**src/rtl/ivt_pkg.sv**
```systemverilog
package ivt_pkg;
  localparam int NUM_CH = 2;

  typedef logic [2:0] mode_t;

  typedef enum logic [1:0] {
    TGT_DATA0 = 2'd0,
    TGT_DATA2 = 2'd1,
    TGT_CTRL  = 2'd2,
    TGT_NONE  = 2'd3
  } tgt_e;

  typedef struct packed {
    logic  valid;
    logic  ch_idx;
    mode_t mode;
  } ctl_cmd_t;
endpackage

```
**src/rtl/ivt_ctrl_decode.sv**
```systemverilog
module ivt_ctrl_decode
  import ivt_pkg::*;
#(
  parameter int DATA_W = 8
) (
  input  logic              clk,
  input  logic              rst_n,
  input  logic              ctl_fire,
  input  logic [DATA_W-1:0] ctl_byte,
  output ctl_cmd_t          cmd,
  output logic              err_q
);
  logic [1:0] chan_sel;
  logic [1:0] access;
  logic       legal;

  assign chan_sel = ctl_byte[7:6];
  assign access   = ctl_byte[5:4];
  assign legal    = (access == 2'b11) && ((chan_sel == 2'b00) || (chan_sel == 2'b10));

  always_comb begin
    cmd.valid  = ctl_fire && legal;
    cmd.ch_idx = chan_sel[1];
    cmd.mode   = ctl_byte[3:1];
  end

  always_ff @(posedge clk) begin
    if (!rst_n) err_q <= 1'b0;
    else        err_q <= ctl_fire && !legal;
  end

  // an error pulse only ever follows a control write
  a_r2_err_after_ctl: assert property (@(posedge clk) disable iff (!rst_n)
    err_q |-> $past(ctl_fire));
endmodule

```
**src/rtl/ivt_byte_stager.sv**
```systemverilog
module ivt_byte_stager
  import ivt_pkg::*;
#(
  parameter int DATA_W = 8,
  localparam int CNT_W = 2 * DATA_W
) (
  input  logic              clk,
  input  logic              rst_n,
  input  logic              data_fire,
  input  logic              ch_idx_in,
  input  logic [DATA_W-1:0] byte_in,
  output logic [NUM_CH-1:0] start,
  output logic [CNT_W-1:0]  load_val
);
  logic              toggle_q;
  logic [DATA_W-1:0] lo_q;

  always_ff @(posedge clk) begin
    if (!rst_n) begin
      toggle_q <= 1'b0;
      lo_q     <= '0;
    end else if (data_fire) begin
      if (!toggle_q) begin
        lo_q     <= byte_in;
        toggle_q <= 1'b1;
      end else begin
        toggle_q <= 1'b0;
      end
    end
  end

  assign load_val = {byte_in, lo_q};

  for (genvar c = 0; c < NUM_CH; c++) begin : g_start
    assign start[c] = data_fire && toggle_q && (ch_idx_in == 1'(c));
  end

  // every accepted data byte flips the shared byte-order flag
  a_r3_toggle_flips: assert property (@(posedge clk) disable iff (!rst_n)
    data_fire |=> (toggle_q != $past(toggle_q)));
  // at most one channel starts per write
  a_r3_single_start: assert property (@(posedge clk) disable iff (!rst_n)
    $onehot0(start));
endmodule

```
**src/rtl/ivt_channel.sv**
```systemverilog
module ivt_channel
  import ivt_pkg::*;
#(
  parameter int CNT_W = 16
) (
  input  logic             clk,
  input  logic             rst_n,
  input  logic             tick_en,
  input  logic             start,
  input  logic [CNT_W-1:0] load_val,
  input  logic             mode_wr,
  input  mode_t            mode_in,
  output logic             tc_q,
  output logic             done_q
);
  mode_t            mode_q;
  logic [CNT_W-1:0] reload_q;
  logic [CNT_W-1:0] cnt_q;
  logic             run_q;
  logic             oneshot;
  logic             at_end;

  assign oneshot = (mode_q == 3'd0);
  assign at_end  = (cnt_q == CNT_W'(1));

  always_ff @(posedge clk) begin
    if (!rst_n) begin
      mode_q   <= '0;
      reload_q <= '0;
      cnt_q    <= '0;
      run_q    <= 1'b0;
      done_q   <= 1'b0;
      tc_q     <= 1'b0;
    end else begin
      tc_q <= 1'b0;
      if (mode_wr) mode_q <= mode_in;
      if (start) begin
        reload_q <= load_val;
        cnt_q    <= load_val;
        run_q    <= 1'b1;
        done_q   <= 1'b0;
      end else if (run_q && tick_en) begin
        if (at_end) begin
          tc_q <= 1'b1;
          if (oneshot) begin
            run_q  <= 1'b0;
            done_q <= 1'b1;
          end else begin
            cnt_q <= reload_q;
          end
        end else begin
          cnt_q <= cnt_q - 1'b1;
        end
      end
    end
  end

  // a terminal-count pulse follows a counting tick
  a_r11_tc_after_tick: assert property (@(posedge clk) disable iff (!rst_n)
    tc_q |-> $past(tick_en && run_q));
  // one-shot expiry halts the channel and flags it
  a_r7_oneshot_halts: assert property (@(posedge clk) disable iff (!rst_n)
    (tc_q && $past(mode_q == 3'd0)) |-> (!run_q && done_q));
  // periodic expiry restores the programmed count
  a_r8_reload: assert property (@(posedge clk) disable iff (!rst_n)
    (tc_q && run_q) |-> (cnt_q == reload_q));
  // a start clears the flag and runs the channel
  a_r5_start_clears: assert property (@(posedge clk) disable iff (!rst_n)
    start |=> (!done_q && run_q));
  // an idle channel holds its count
  a_r6_idle_frozen: assert property (@(posedge clk) disable iff (!rst_n)
    (!run_q && !start) |=> $stable(cnt_q));
endmodule

```
**src/rtl/dual_interval_timer.sv**
```systemverilog
module dual_interval_timer
  import ivt_pkg::*;
#(
  parameter int                DATA_W      = 8,
  parameter int                STATUS_BIT  = 5,
  parameter logic [NUM_CH-1:0] STATUS_MASK = 2'b10
) (
  input  logic              clk,
  input  logic              rst_n,
  input  logic              tick_en,
  input  logic              wr_valid,
  output logic              wr_ready,
  input  logic [1:0]        wr_addr,
  input  logic [DATA_W-1:0] wr_data,
  output logic [DATA_W-1:0] status_o,
  output logic              cfg_err,
  output logic [NUM_CH-1:0] tc_o
);
  localparam int CNT_W = 2 * DATA_W;

  tgt_e              wr_tgt;
  logic              ctl_fire;
  logic              data_fire;
  ctl_cmd_t          cmd;
  logic [NUM_CH-1:0] start_v;
  logic [NUM_CH-1:0] done_v;
  logic [CNT_W-1:0]  load_val;

  assign wr_ready  = 1'b1;
  assign wr_tgt    = tgt_e'(wr_addr);
  assign ctl_fire  = wr_valid && (wr_tgt == TGT_CTRL);
  assign data_fire = wr_valid && ((wr_tgt == TGT_DATA0) || (wr_tgt == TGT_DATA2));

  ivt_ctrl_decode #(.DATA_W(DATA_W)) u_dec (
    .clk      (clk),
    .rst_n    (rst_n),
    .ctl_fire (ctl_fire),
    .ctl_byte (wr_data),
    .cmd      (cmd),
    .err_q    (cfg_err)
  );

  ivt_byte_stager #(.DATA_W(DATA_W)) u_stage (
    .clk       (clk),
    .rst_n     (rst_n),
    .data_fire (data_fire),
    .ch_idx_in (wr_tgt == TGT_DATA2),
    .byte_in   (wr_data),
    .start     (start_v),
    .load_val  (load_val)
  );

  for (genvar g = 0; g < NUM_CH; g++) begin : g_ch
    ivt_channel #(.CNT_W(CNT_W)) u_ch (
      .clk      (clk),
      .rst_n    (rst_n),
      .tick_en  (tick_en),
      .start    (start_v[g]),
      .load_val (load_val),
      .mode_wr  (cmd.valid && (cmd.ch_idx == 1'(g))),
      .mode_in  (cmd.mode),
      .tc_q     (tc_o[g]),
      .done_q   (done_v[g])
    );
  end

  always_comb begin
    status_o             = '0;
    status_o[STATUS_BIT] = |(done_v & STATUS_MASK);
  end

  // writes to the empty target never raise an error
  a_r12_none_silent: assert property (@(posedge clk) disable iff (!rst_n)
    (wr_valid && wr_tgt == TGT_NONE) |=> !cfg_err);
  // the status flag can only rise after a channel-2 pulse
  a_r10_status_from_ch2: assert property (@(posedge clk) disable iff (!rst_n)
    $rose(status_o[STATUS_BIT]) |-> tc_o[1]);
endmodule

```
**config.mk**
```make
export PLATFORM = sky130hd
export DESIGN_NAME = dual_interval_timer
export DESIGN_NICKNAME = d
export VERILOG_FILES = /design/src/rtl/ivt_pkg.sv /design/src/rtl/ivt_ctrl_decode.sv /design/src/rtl/ivt_byte_stager.sv /design/src/rtl/ivt_channel.sv /design/src/rtl/dual_interval_timer.sv
export SDC_FILE = /design/constraint.sdc
export NUM_CORES = 1
export LEC_CHECK = 0
export ABC_AREA = 1
export BUFFER_PORTS_ARGS = -buffer_cell sky130_fd_sc_hd__clkbuf_2
export CORE_ASPECT_RATIO = 1.25
export CORE_MARGIN = 8
export CORE_UTILIZATION = 56
export CTS_BUF_LIST = sky130_fd_sc_hd__clkbuf_16
export DETAILED_ROUTE_END_ITERATION = 8
export PLACE_DENSITY = 0.74
export SLEW_MARGIN = 10
export SYNTH_ARGS = -nofsm -noshare
export SYNTH_HDL_FRONTEND = slang
export SYNTH_HIERARCHICAL = 1
export SYNTH_SLANG_ARGS = --single-unit
```
**constraint.sdc**
```tcl
create_clock -name clk -period 3.8 [get_ports clk]
set_input_delay 0.19 -clock clk [delete_from_list [all_inputs] [get_ports clk]]
set_output_delay 0.19 -clock clk [all_outputs]
set_load 0.03 [all_outputs]
```
======== Yosys cells after proc, flatten, opt, wreduce, memory -nomap -nowiden ========
Index checks and enable logic that the tools add are counted.
operators by class
  add/sub/neg operators ................... 2
  reductions and logical operators ........ 34
  multipliers ............................. 0
  order comparisons ....................... 0
  div/mod/pow operators ................... 0
  equality and inequality tests ........... 8
  bitwise logic cells ..................... 6
  muxes and demuxes ....................... 19
  shifts and indexed selects .............. 0
operator list
  operator                                                                 count
  16-bit two-way mux                                                       8
  16-bit by 1-bit == test with 1-bit output, second input constant         2
  16-bit by 1-bit subtractor with 16-bit output, second input constant     2
  1-bit logical AND                                                        12
  2-bit nonzero test                                                       6
  1-bit two-way mux                                                        11
  3-bit AND reduction                                                      3
  2-bit == test, second input constant                                     3
  3-bit zero test                                                          2
  3-bit by 2-bit inequality test with 1-bit output, second input constant  2
  1-bit NOT                                                                6
  2-bit AND reduction                                                      3
  3-bit OR reduction                                                       2
  2-bit zero test                                                          2
  2-bit by 1-bit == test with 1-bit output, second input constant          1
  1-bit logical OR                                                         2
  2-bit OR reduction                                                       1
  1-bit zero test                                                          1
word-level totals
  RAM bits ................................ 0
  bits in read-only memories .............. 0
  bits in latches ......................... 0
  output and inout bits ................... 12
  input bits .............................. 14
  bits in registers ....................... 85
  memories ................................ 0

======== Depth between registers and ports, before layout ========
Gate-level depths: netlist (run 1).
  word-level depth ........................ 7
  depth in mapped cells ................... 13
  depth with buffers taken out ............ 10

======== Hierarchy ========
The synthesis (run 1) kept the hierarchy.
modules (own cells, without submodules)
  module               seq. area each (µm²)  area each (µm²)  cells each  instances
  ivt_channel          760.7                 2202.1           348         2
  ivt_byte_stager      180.2                 459.2            68          1
  dual_interval_timer  0.0                   112.6            21          1
  ivt_ctrl_decode      20.0                  78.8             11          1

======== Worst setup path before layout (run 1) ========
Ideal clock, no wire load.
  path type ............................... input to register
  start ................................... in wr_valid
  end ..................................... reg g_ch[0].u_ch.cnt_q[0]
  setup slack ............................. 2.257 ns
  data arrival time ....................... 1.430 ns
  library setup time ...................... 0.114 ns
  buffers on the path ..................... 4
  cell stages on the path ................. 13
  cell sequence ........................... inv_1 > nor2_1 > buf_6 > nand2_1 > nor2_1 > buf_2 > inv_1 > buf_2 > nand2_2 > buf_6 > nand2_1 > a21oi_1 > nor2_1
on the way
  longest elaborated chain between the ends .. 5
  elaborated cells between the ends (all ways) .. 7
RTL lines
  item                                                                                                            RTL line                   text
  start: declaration                                                                                              dual_interval_timer.sv:11  input logic wr_valid,
  1-bit logical AND (*)                                                                                           dual_interval_timer.sv:32  assign data_fire = wr_valid && ((wr_tgt == TGT_DATA0) || (wr_tgt == TGT_DATA2));
  via data_fire                                                                                                   dual_interval_timer.sv:23  logic data_fire;
  1-bit logical AND (*) (2 in series)                                                                             ivt_byte_stager.sv:35      assign start[c] = data_fire && toggle_q && (ch_idx_in == 1'(c));
  via start_v[0]                                                                                                  dual_interval_timer.sv:25  logic [NUM_CH-1:0] start_v;
  3-bit by 2-bit inequality test with 1-bit output (no source line) / 2-bit nonzero test (equally long branches)  n/a
  2-bit AND reduction (no source line)                                                                            n/a
  end signal: assignment                                                                                          ivt_channel.sv:39          cnt_q <= load_val;
  end signal: assignment                                                                                          ivt_channel.sv:49          cnt_q <= reload_q;
  end signal: assignment                                                                                          ivt_channel.sv:52          cnt_q <= cnt_q - 1'b1;
  end: declaration                                                                                                ivt_channel.sv:18          logic [CNT_W-1:0] cnt_q;
Mark *: on every way through the listed nets, which the timed path passes. The rest lies on a longest branch.
A chain may end at the register's enable or synchronous reset.

======== Worst setup path in the final report (run 1) ========
  start ................................... in wr_valid
  end ..................................... reg g_ch[0].u_ch.cnt_q[14]
The elaborated chain is that of the path after synthesis.

==> flow_results.org, run 1 <==
** Die
- Core Region :: roughly 8700 um^2
- I/O pin count :: 26
- Die width :: 101 um
- Site row count :: 38
- Die boundary height :: around 120 um
- Die area :: 12300 um^2
- Initial standard-cell utilization of the core :: just under 60%

** Worst setup path
- The worst setup path is captured at a flop.
- Data on the critical path is required at its endpoint by 4020 ps.
- Worst EP arrival :: about 2600 ps
- Path depth of the worst reg2reg path :: 9
- Critical Path Fanout Max :: 27
- The critical path starts at wr_valid.
- The worst setup path is of the in -> reg kind.
- The worst setup path is launched from a primary input.
- Startpoint of the lowest-slack register-to-register path :: u_stage/toggle_q$_SDFFE_PN0P_

** Clock network
- After clock tree synthesis, the clock-pin slew on the worst setup and hold paths is around 60 ps.
- Hold buffers post-CTS :: 0
- Root buffer cell :: sky130_fd_sc_hd__clkbuf_16
- In this run, CTS created clock tree buffers numbering 9.
- Maximum level of the CTS H-tree :: 3
- In this run the post-CTS setup repair buffer count came out at 0.
- Quantity of gates resized following cts :: 0
- The clock reaches the later pin of the worst-skew pair after about 330 ps.
- TritonCTS built the clock tree.
- The clock passes through at most 2 buffers.
- Num Clock Sinks :: 85

** GRT
- In the global route stage, met2 resource usage came out at 35.3%.
- In the global route stage, met1 resource usage came out at about 22%.
- Pin count of the biggest net entering global routing :: 31
- In the global route stage, met3 resource usage came out at between 2 and 3%.
- Vias in the first global route :: 4420
- Overall global routing resource usage :: between 10% and 20%
- The first global-routing pass estimated approximately 20 mm of wire.
- After global routing the overflow that remains totals 0.
- After global routing, the most crowded layer is met2.
- Number of antenna violations at the first check in global routing :: 0

** Yosys
- In this run the cell area of the synthesized design comes to about 5000 um^2.
- Mean post-synth cell area :: approximately 6.3 um^2
- Number of warnings printed during yosys synthesis :: 6
- Counting every instance in the synthesized netlist gives slightly below 800.

** Layout
- Antenna fix cells :: 0
- Layout Nets :: roughly 800
- Fill cells in the final layout number between 800 and 900.
- Area Growth Syn to Fin :: 4.93%
- The count of cells in the finished layout, fillers not included, comes to 910.
- In the final layout, the share of cells above drive strength 1 is a little under an eighth.

** Drt
- Via count :: 4589
- In this run, the number of DRC markers left after iteration 0 of detailed routing was just under 300.
- Remaining design rule violation count :: 0
- Wires add up to around 12 mm.
- The detail route stage leaves a number of antenna-violating nets equal to 0.
- The pre-antenna-repair detailed-routing pass consisted of 5 iterations.
- Dividing the detail-routed via count by the number of cells gives 5.04.
- Post-detailed-route wirelength per cell :: 12.7 um

** Pwr
- Total power for the finished layout comes to around 2200 uW.
- Reported leakage power :: ~0.0028 uW
- Power density relative to cell area :: around 410 nW/um^2
- Max VDD drop :: between 0.2 and 0.25 mV

** Timing
- The worst path meets setup with roughly 1400 ps of slack.
- Slew @ Worst Pin :: between 600 and 700 ps
- Final worst clock skew :: roughly 8.8 ps
- Fin crit period :: around 2400 ps
- Setup violations remaining at the end of the flow were counted as 0.
- Max-slew violations :: 0
- Hold is met by approximately 130 ps.
- Worst slew margin relative to its limit :: 56.3%
- Ratio of final minimum period to clock period :: around 62%
- F_max :: roughly 420 MHz
- Setup repair after global routing left no endpoint under its margin.
- The number of failing hold endpoints at the final stage is 0.
- Adding up every negative setup slack in the final design gives 0 ps.

** Placement
- Detailed placement finished with a half-perimeter wire length of 8.65 mm.
- At the end of routability-driven placement, the weighted congestion stood at roughly 0.86.
- After detailed placement, the design holds a cell count of approximately 890.
- Worst slack at placement :: about 1200 ps
- In this run the tool buffered the top-level ports with 17 buffer cells.

** Min path
- Cells on Worst Hold Path :: 4
- Launch point of the worst hold path :: wr_addr[0]
- Worst Hold Class :: in -> reg

** Run
- Across the run, the number of max-cap violations was 0.

** Outcome
- The flow ran to the end, and the final reports show no timing, DRC or antenna violations.
## per-stage QoR
| stage | utilization, % | instance area (um^2) |
|---|---|---|
| after detailed placement | 57.3 | 4980 |
| after CTS | 60.6 | 5270 |
| after global routing | 60.6 | 5270 |
| final | 60.6 | 5270 |
| after global placement | 57.3 | 4980 |
| after floorplan | - | 5050 |
## cells in the final DEF (no fill, tap or decap)
cell type                    instances
sky130_fd_sc_hd__nor2_1            104
sky130_fd_sc_hd__clkinvlp_4          1
sky130_fd_sc_hd__buf_4               3
sky130_fd_sc_hd__o21ai_0            14
sky130_fd_sc_hd__nand2_1           278
sky130_fd_sc_hd__xnor2_1             2
sky130_fd_sc_hd__inv_6               1
sky130_fd_sc_hd__conb_1              8
sky130_fd_sc_hd__nand3_1            58
sky130_fd_sc_hd__nor2_2              8
sky130_fd_sc_hd__clkinv_4            1
sky130_fd_sc_hd__clkinv_1            4
sky130_fd_sc_hd__nor3_2              1
sky130_fd_sc_hd__a21oi_1            48
sky130_fd_sc_hd__inv_1              86
sky130_fd_sc_hd__bufinv_16           1
sky130_fd_sc_hd__clkbuf_16           9
sky130_fd_sc_hd__nor2_4              7
sky130_fd_sc_hd__clkbuf_2           17
sky130_fd_sc_hd__dfxtp_1            85
sky130_fd_sc_hd__nand4_1             2
sky130_fd_sc_hd__inv_2               2
sky130_fd_sc_hd__nand2_4             2
sky130_fd_sc_hd__ha_1                4
sky130_fd_sc_hd__xor2_1              4
sky130_fd_sc_hd__nand3_4             2
sky130_fd_sc_hd__a21oi_2            22
sky130_fd_sc_hd__nand2_2             8
sky130_fd_sc_hd__nand3_2             6
sky130_fd_sc_hd__nor3_1              2
## layout make-up
class	instances	area (um^2)	area share (%)
multi-input combinational	580	2690	51.0
tap	120	150	2.85
sequential	85	1700	32.3
timing repair buffer	20	108	2.04
clock buffer	9	225	4.27
inverter	89	334	6.33
clock inverter	7	66.3	1.26
## worst max-delay path, stage by stage
cell	delay (ps)
sky130_fd_sc_hd__clkbuf_2	90
sky130_fd_sc_hd__inv_1	30
sky130_fd_sc_hd__nor2_1	490
sky130_fd_sc_hd__nand2_1	200
sky130_fd_sc_hd__nor2_1	140
sky130_fd_sc_hd__buf_4	230
sky130_fd_sc_hd__inv_1	320
sky130_fd_sc_hd__nand2_1	350
sky130_fd_sc_hd__nand2_4	240
sky130_fd_sc_hd__nor2_1	220
sky130_fd_sc_hd__a21oi_2	70
## where the power goes
group          leakage [uW]  total, uW  internal [uW]  switching [uW]
Clock              0.000142        855            506             349
Combinational       0.00193        385            126             259
Sequential         0.000688        934            914            20.5
Total               0.00276       2170           1550             629
## per-layer routing
layer / vias up / part of all wire, %
met5: - / 0
met2: 122 / 51
li1: 2402 / -
met3: 27 / 3.2
met4: 0 / 2.8
met1: 2038 / 43
## registers in the layout, indices dropped and copies added, names as in the netlist
name and count:
g_ch.u_ch/done_q 1, u_stage/lo_q 8, u_dec/err_q 1, g_ch.u_ch/mode_q 6, g_ch.u_ch/tc_q 2, g_ch.u_ch/reload_q 32
u_stage/toggle_q 1, g_ch.u_ch/run_q 2, g_ch.u_ch/cnt_q 32
## final timing paths
check,to,slack [ps]
max,g_ch[0].u_ch/cnt_q[14]$_SDFFE_PN0P_,1430
min,u_dec/err_q$_SDFF_PN0_,130
max reg2reg,g_ch[0].u_ch/cnt_q[12]$_SDFFE_PN0P_,1570
min reg2reg,g_ch[1].u_ch/done_q$_SDFFE_PP0P_,450
Note: power is estimated with default switching activity, not from simulation.
==> run 2, diff against run 1 <==
Settings changed: ABC_AREA 1 to 0.
Clock period 3.8 ns to 2.3 ns, I/O delays scaled along.
==> run 2 against run 1 <==
Compared with the run above:
- combinational power down 8.1%
- sequential share of layout area up 0.77 points
- highest routed layer unchanged
- critical path type is now reg -> reg
- largest power group unchanged
- sequential power up 65%
==> flow_results.org, run 2 <==
** Worst setup path
- Endpoint kind of the worst setup timing path :: flop
- Worst setup SP type :: flop
- The worst register-to-register path has a setup slack of about 130 ps.
- The worst setup path is of the reg -> reg kind.
- Path depth of the worst reg2reg path :: 6
- At the worst endpoint, the arrival time is about 2400 ps.
- Crit Reg-Reg Endpoint :: g_ch[1].u_ch/cnt_q[7]$_SDFFE_PN0P_
- The critical path ends at g_ch[1].u_ch/cnt_q[7]$_SDFFE_PN0P_.
- Worst path required time :: 2510 ps
- In this run the worst setup path begins at g_ch[1].u_ch/cnt_q[0]$_SDFFE_PN0P_.
- Critical Path Fanout Max :: 6
- The startpoint identified for the worst register-to-register timing path is g_ch[1].u_ch/cnt_q[0]$_SDFFE_PN0P_.

** Clock network
- Counting every sink on the clock net gives 85.
- Clock transition at path regs :: about 70 ps
- Maximum number of buffers from clock root to sink :: 2
- Root buffer cell :: sky130_fd_sc_hd__clkbuf_16
- The H-tree generated during clock tree synthesis spans 3 levels.
- Buffers inserted during clock tree synthesis total 9.
- After clock tree synthesis, the flow added hold-fix buffers numbering 0.
- Clock tree from TritonCTS :: built
- Clock latency of the later-clocked register in the worst-skew pair :: about 340 ps

** Placement
- Total of buffers placed on input and output ports :: 17
- Placed cell area :: about 4800 um^2
- The congestion estimate from routability-driven global placement came to a little over 0.9.
- Detailed placement HPWL :: approximately 8.1 mm
- OpenSTA, run right after detailed placement, puts the worst setup slack at approximately 170 ps.

** Timing
- Final worst clock skew :: 6.95 ps
- Hold violation total from the final report :: 0
- Static timing analysis puts the maximum clock frequency at about 460 MHz.
- Worst path setup slack after routing :: between 100 and 150 ps
- Final number of setup-violating endpoints :: 0
- Worst slew margin relative to its limit :: 53.4%
- Ratio of final minimum period to clock period :: 94.2%
- Max-slew violations :: 0
- At the pin with the least slew margin, the transition time is between 600 and 700 ps.
- The worst path needs 2170 ps of the cycle, external delays included.

** Drt
- Remaining design rule violation count :: 0
- Post-detailed-route wirelength per cell :: between 15 and 20 um
- First drt pass iteration count :: 4
- In this run the remaining antenna-violating nets after routing total 0.
- Dividing the detail-routed via count by the number of cells gives 6.22.
- After the first detailed-routing iteration, the DRC count stood at 220.
- The final layout contains routed wiring with a total length of between 10 and 15 mm.
- Summing over every cut layer, the via total after detailed routing is around 4000.

** Die
- I/O pin count :: 26
- The floorplan has 37 rows.
- Die width :: 98.8 um
- Die boundary height :: roughly 120 um
- The core region is approximately 8300 um^2.
- Die area :: 11800 um^2
- Initial standard-cell utilization of the core :: 57.8%

** GRT
- The number of global-route vias before repair is 3919.
- Global route overflow :: 0
- The initial antenna violation count was 0.
- For this run, the total global-route usage over all layers was measured as about a fifth.
- Entering global routing, the biggest net connects 66 pins.
- The first global-routing pass estimated ~19 mm of wire.

** Min path
- Worst Hold Class :: in -> reg

** Yosys
- Mean post-synth cell area :: approximately 8.5 um^2
- After synthesis the cells add up to around 4800 um^2.
- The cell count after synthesis came out at roughly 570.
- Number of warnings printed during yosys synthesis :: 6

** Layout
- Area Growth Syn to Fin :: 7.47%
- At the end of the flow the core is filled with cells to between 60% and 70%.
- The largest registers in the layout are g_ch.u_ch/cnt_q x32, g_ch.u_ch/reload_q x32, u_stage/lo_q x8.
- Fill cells in the final layout number 740.
- For this run, the post-layout net count is just under 600.
- Antenna fix cells :: 0
- With fillers left out, the area of the finished cells amounts to around 5000 um^2.
- Leaving out fill and tap cells, the most frequent cells in the layout are sky130_fd_sc_hd__dfxtp_1, sky130_fd_sc_hd__nand2_1, sky130_fd_sc_hd__mux2i_1.
- In the final layout, the share of cells above drive strength 1 is 13.5%.
- Leaving out fill and tap cells, the most frequent cell in the layout is sky130_fd_sc_hd__dfxtp_1.

** Pwr
- Across the VDD grid, the largest voltage drop is between 0.3 and 0.4 mV.
- The analysis attributes to cell leakage a power of about 0.0018 uW.
- Power spread over the standard cell area amounts to about 650 nW/um^2.
- Overall power consumption after layout is estimated at 3340 uW.

** Run
- Max-cap violations :: 0

** Outcome
- The run finished with clean final reports.
## run 2: cell types whose count changed in the layout (fill, tap and decap cells not counted), sizes merged, moves of 15 or more
cell	change
inv	-82
a21oi	-33
o21ai	+18
nand2	-230
nand3	-62
buf	+18
nor2b	+39
nor3	+15
nor2	-89
mux2i	+44
## run 2: worst min path at each step
stage / from / end / depth (start not counted)
after floorplan: wr_data[0] / u_stage/lo_q[0]$_SDFFE_PN0P_ / 2
after detailed placement: wr_data[7] / u_stage/lo_q[7]$_SDFFE_PN0P_ / 3
after CTS: wr_data[7] / u_stage/lo_q[7]$_SDFFE_PN0P_ / 3
after global placement: wr_data[7] / u_stage/lo_q[7]$_SDFFE_PN0P_ / 3
after global routing: wr_data[7] / u_stage/lo_q[7]$_SDFFE_PN0P_ / 3
final: wr_data[7] / u_stage/lo_q[7]$_SDFFE_PN0P_ / 3
## run 2: metal layers
| layer | track usage [%] | wire [um] |
|---|---|---|
| met5 | 0 | 0 |
| met4 | 9.43 | 306 |
| met3 | 2.68 | 508 |
| met2 | 34.5 | 5880 |
| met1 | 22.7 | 4870 |
## run 2: critical path, cell delays in order (launching register included)
cell,delay [ps]
sky130_fd_sc_hd__dfxtp_1,420
sky130_fd_sc_hd__ha_1,210
sky130_fd_sc_hd__or4b_2,670
sky130_fd_sc_hd__nor4_4,230
sky130_fd_sc_hd__a21oi_2,180
sky130_fd_sc_hd__a221oi_2,250
sky130_fd_sc_hd__nor4b_1,80
## run 2: power breakdown
group	switching, uW	total (uW)	leakage (uW)	internal [uW]
Clock	602	1450	0.000138	844
Combinational	216	354	0.00102	138
Sequential	37.4	1540	0.000687	1500
## run 2: cell type report
class,count,area (um^2),area share [%]
clock buffers,9,225,4.37
clock inverters,7,75.1,1.46
multi-input cells,420,2750,53.4
repair buffers,38,255,4.96
inverters,6,22.5,0.437
flip-flops and latches,85,1700,33.0
well taps,97,121,2.36
## run 2: timing repair
action | in CTS | in global routing
buffers inserted | 0 | 0
setup endpoints to repair | 0 | 3
gates resized for setup | 0 | 2
## run 2: metrics by stage
stage | hold slack [ps] | TNS (ps) | cells
2_1_floorplan | 257 | 0 | 571
3_3_place_gp | 403 | 0 | 646
3_5_place_dp | 408 | 0 | 646
4_1_cts | 53.3 | 0 | 662
5_1_grt | 76.3 | -10.6 | 662
6_report | 59.1 | 0 | 662
